**src/rtl/dot8_acc.sv**
```systemverilog
module dot8_acc #(
  parameter int W = 32,
  parameter int LANE = 8
) (
  input  logic         clk,
  input  logic         rst_n,
  input  logic         issue,
  input  logic         vec4,
  input  logic         mixed,
  input  logic         half_hi,
  input  logic         neg_c,
  input  logic         sat,
  input  logic [W-1:0] src_a,
  input  logic [W-1:0] src_b,
  input  logic [W-1:0] src_c,
  output logic [W-1:0] result,
  output logic         res_valid
);
  localparam int NL = W / LANE;
  localparam int XW = W + 2;

  logic [W-1:0] a_sel, b_sel;
  assign a_sel = vec4 ? src_a : (half_hi ? {{(W/2){1'b0}}, src_a[W-1:W/2]} : {{(W/2){1'b0}}, src_a[W/2-1:0]});
  assign b_sel = vec4 ? src_b : (half_hi ? {{(W/2){1'b0}}, src_b[W-1:W/2]} : {{(W/2){1'b0}}, src_b[W/2-1:0]});

  logic signed [XW-1:0] prod [NL];
  for (genvar k = 0; k < NL; k++) begin : g_lane
    logic signed [LANE:0] ax, bx;
    assign ax = {mixed & a_sel[k*LANE+LANE-1], a_sel[k*LANE +: LANE]};
    assign bx = {1'b0, b_sel[k*LANE +: LANE]};
    assign prod[k] = XW'(ax * bx);
  end

  logic signed [XW-1:0] cx, sum;
  assign cx = {{2{mixed & src_c[W-1]}}, src_c};

  always_comb begin
    sum = neg_c ? -cx : cx;
    for (int k = 0; k < NL; k++) sum = sum + prod[k];
  end

  localparam logic signed [XW-1:0] SMAX = XW'((64'sd1 <<< (W-1)) - 1);
  localparam logic signed [XW-1:0] SMIN = -XW'(64'sd1 <<< (W-1));
  localparam logic signed [XW-1:0] UMAX = XW'((64'sd1 <<< W) - 1);

  logic [W-1:0] nxt;
  always_comb begin
    nxt = sum[W-1:0];
    if (sat) begin
      if (mixed) begin
        if (sum > SMAX) nxt = SMAX[W-1:0];
        else if (sum < SMIN) nxt = SMIN[W-1:0];
      end else begin
        if (sum < 0) nxt = '0;
        else if (sum > UMAX) nxt = UMAX[W-1:0];
      end
    end
  end

  always_ff @(posedge clk or negedge rst_n) begin
    if (!rst_n) begin
      res_valid <= 1'b0;
      result    <= '0;
    end else begin
      res_valid <= issue;
      if (issue) result <= nxt;
    end
  end

  p_valid_follows_r1: assert property (@(posedge clk) disable iff (!rst_n)
    1'b1 |=> res_valid == $past(issue));
  p_hold_r9: assert property (@(posedge clk) disable iff (!rst_n)
    !issue |=> $stable(result));
  p_unsigned_floor_r8: assert property (@(posedge clk) disable iff (!rst_n)
    (issue && sat && !mixed && !neg_c) |=> result >= $past(src_c));
  p_zero_b_r4: assert property (@(posedge clk) disable iff (!rst_n)
    (issue && !sat && !neg_c && src_b == '0) |=> result == $past(src_c));
  p_vec2_upper_ignored_r3: assert property (@(posedge clk) disable iff (!rst_n)
    (issue && !vec4 && !half_hi && !sat && !neg_c && src_b[W/2-1:0] == '0) |=> result == $past(src_c));
endmodule

```
**config.mk**
```make
export PLATFORM = sky130hd
export DESIGN_NAME = dot8_acc
export DESIGN_NICKNAME = d
export VERILOG_FILES = /design/src/rtl/dot8_acc.sv
export SDC_FILE = /design/constraint.sdc
export NUM_CORES = 1
export LEC_CHECK = 0
export CAP_MARGIN = 20
export CORE_MARGIN = 8
export CORE_UTILIZATION = 55
export CTS_BUF_LIST = sky130_fd_sc_hd__clkbuf_2 sky130_fd_sc_hd__clkbuf_4 sky130_fd_sc_hd__clkbuf_8
export DETAILED_ROUTE_END_ITERATION = 8
export PLACE_DENSITY = 0.76
export SLEW_MARGIN = 5
export SYNTH_ARGS = -nofsm -noshare
export SYNTH_HDL_FRONTEND = slang
export SYNTH_SLANG_ARGS = --single-unit
```
**constraint.sdc**
```tcl
create_clock -name clk -period 0.9 [get_ports clk]
set_input_delay 0.135 -clock clk [delete_from_list [all_inputs] [get_ports clk]]
set_output_delay 0.135 -clock clk [all_outputs]
set_load 0.02 [all_outputs]
```
==> flow_summary_export.csv <==
group,metric,value,unit
floorplan,die_w,196,um
sta,drv_slew,0,
yosys,synth_fa_ha_area_share,55.8,%
yosys,synth_top_family_by_area,"adder cells",
sta,slew_headroom,64.3,%
grt,grt_pass1_vias,17237,
sta,finalCritPeriodShare,895,%
yosys,yosys.area_share.simple,11.6,%
detailed_routing,vias_per_cell,5.60,
critical_path,path_class,"input pin to register",
clock_network,cts_tree,"built",
grt,grt_max_degree,127,
detailed_routing,drt-wirelength-per-cell,19.9,um
clock_network,root_buffer,"clkbuf_8",
critical_path,critical_path.max_stage_delay,0.61,ns
sta,fin_crit,8.06,ns
detailed_routing,drc,0,
critical_path,required,1.12,ns
job,maxCapViolCount,0,
yosys,syn_nets,2599,
grt,gr-total-overflow,0,
grt,track_usage,29.2,%
floorplan,die_area,38300,sq um
yosys,synth-main-ff-cell,"dfrtp_1",
run_status,violations,"negative setup slack",
final_layout,layout.nets,3104,
clock_network,numCtsBuffers,5,
critical_path,start_kind,"input pin",
sta,tns,-228.79,ns
sta,clock_skew,0,ns
yosys,netlist_instances,1942,
detailed_routing,drt_iter0_drc,1342,
detailed_routing,dr.pass1.iters,5,
critical_path,crit_fanout,6,
yosys,avgSynthCellArea,9.13,sq um
final_layout,syn_to_final_growth,36.8,%
critical_path,crit_slowest_cell,"fa_1",
yosys,synth_cell_types,56,
yosys,ys.warnings.count,0,
critical_path,cp-end-kind,"register",
sta,rsz0062_at_grt,"true",
clock_network,cts.sinks,33,
grt,antenna_found_initial,0,
floorplan,io_pins,137,
detailed_routing,vias,15946,
worst_hold_path,min_path_type,"input pin to asynchronous set/reset pin",
floorplan,core,31600,sq um
yosys,synth_seq_area_share,4.66,%
yosys,synth_compound_area_share,8.63,%
clock_network,cts_hold_buffers,0,
place,gp_congestion,0.997,
place,dpl_cell_area,22300,sq um
place,dpl.hpwl,45500,um
clock_network,worstSkewPairLatency,0.29,ns
grt,grt_pass1_wl,89400,um
yosys,syn-cell-area,17700,sq um
floorplan,start_util,56.1,%
sta,fin_ws,-7.16,ns
floorplan,die_y,196,um
final_layout,drive_gt1_share,29.1,%
final_layout,diodes,0,
detailed_routing,wl,56700,um
clock_network,path_clk_slew,0.08,ns
detailed_routing,ant_nets,0,
yosys,synthXorXnorAreaFrac,4.74,%
floorplan,std_cell_rows,65,
place,portBuffers,136,
sta,fmaxAchievable,124,MHz
sta,hold_viol_final,0,
sta,setup_viol,65,
final_layout,design_area,24300,sq um
yosys,async_reset_ff_share,100,%
sta,tightest_slew,0.520,ns
place,place_ws,-7.93,ns
clock_network,clock_path_buffers,2,
critical_path,critPathMostFrequentCell,"fa_1",
yosys,synth_edf_count,0,
run_status,outcome,"complete, but fails checks",
critical_path,cp.arrival,8.28,ns
yosys,ys_ff_latch,33,
clock_network,htree_levels,2,
yosys,synthMuxAreaShare,2.50,%
## final timing paths
| kind | slack, ns | startpoint | cells past startpoint | endpoint |
|---|---|---|---|---|
| hold / removal | 0.20 | rst_n | 2 | result[23]$_DFFE_PN0P_ |
| hold reg to reg | 0.53 | result[31]$_DFFE_PN0P_ | 2 | result[31]$_DFFE_PN0P_ |
| max in group asynchronous | 0.51 | rst_n | 2 | result[13]$_DFFE_PN0P_ |
| min in group clk | 0.53 | result[31]$_DFFE_PN0P_ | 2 | result[31]$_DFFE_PN0P_ |
| setup reg to reg | -0.15 | result[20]$_DFFE_PN0P_ | 3 | result[20]$_DFFE_PN0P_ |
| setup / recovery | -7.16 | half_hi | 33 | result[30]$_DFFE_PN0P_ |
## metrics by stage
stage / hold WS, ns / util [%] / instances
detailed placement: 0.497 / 70.6 / 2760
global route: 0.236 / 76.7 / 2850
finish: 0.198 / 76.7 / 2850
global placement: 0.471 / 70.6 / 2760
CTS: 0.209 / 75.3 / 2837
floorplan: -0.161 / - / 1942
## cells in the mapped netlist, types with 27 or more instances
| cell | count | area (sq um) |
|---|---|---|
| xnor2_1 | 51 | 447 |
| nor2_1 | 123 | 462 |
| inv_1 | 498 | 1870 |
| ha_1 | 156 | 1950 |
| xor2_1 | 45 | 394 |
| clkbuf_1 | 57 | 214 |
| dfrtp_1 | 33 | 826 |
| nand3_1 | 49 | 245 |
| a21oi_1 | 67 | 335 |
| fa_1 | 397 | 7950 |
| o22ai_1 | 27 | 169 |
| o21ai_0 | 29 | 145 |
| nand2_1 | 78 | 293 |
| and3_1 | 90 | 563 |
| mux2i_1 | 32 | 320 |
## placed cells by master (no fill, tap or decap), types with 18 or more instances in the layout
cell / instances
nand2_1: 74
a21oi_2: 26
inv_2: 21
fa_2: 31
buf_6: 62
nand3_1: 47
a21oi_1: 46
fa_1: 366
o21ai_0: 21
ha_4: 22
inv_1: 476
nor2_1: 109
xor2_1: 42
clkdlybuf4s50_1: 88
ha_1: 134
xnor2_1: 50
o21ai_2: 18
dfrtp_1: 32
buf_4: 379
o22ai_1: 26
and3_1: 86
## routing by layer
| layer | wire length [um] | up-vias | share of wire [%] | GRT usage [%] |
|---|---|---|---|---|
| li1 | - | 7039 | - | - |
| met1 | 20800 | 7920 | 37 | 35.2 |
| met2 | 28900 | 770 | 51 | 51.7 |
| met3 | 3710 | 217 | 6.5 | 3.44 |
| met4 | 3330 | 0 | 5.9 | 13.0 |
| met5 | 0 | - | 0 | 0 |
## worst max-delay path, delay by kind of cell
family	cells	cell delay, ns
AOI/OAI and AO/OA	8	1.60
adders and majority gates	9	4.48
buffers and inverters	12	1.40
muxes	1	0.11
and+or+nand+nor	3	0.55
## layout make-up
cell class / count / area, sq um
fillers: 1994 / 7360
multi-input cells: 1345 / 16000
inverters: 498 / 1870
well taps: 402 / 503
flip-flops and latches: 33 / 827
repair buffers: 564 / 5020
clock buffers: 5 / 68.8
clock inverters: 3 / 17.5
## logic make-up after synthesis
kind of cell               Yosys count
buffers and inverters              564
xor gates and xnor gates            96
and+or+nand+nor                    415
DFF                                 33
adders and majority gates          553
muxes                               43
AOI/OAI and AO/OA                  238
## what timing repair did
action                                  CTS  global route
pin swaps                                81            58
gates resized for setup                 368            84
cloned                                    5             1
endpoints found under the setup margin   65            65
buffers inserted                         64            18
## registers in the layout, summed over array words and instances (netlist names)
signal / cells
result: 32
res_valid: 1
Power is left out: the tool's default activity adds up to more than one toggle a clock period on the data nets, which glitch-free logic cannot reach.
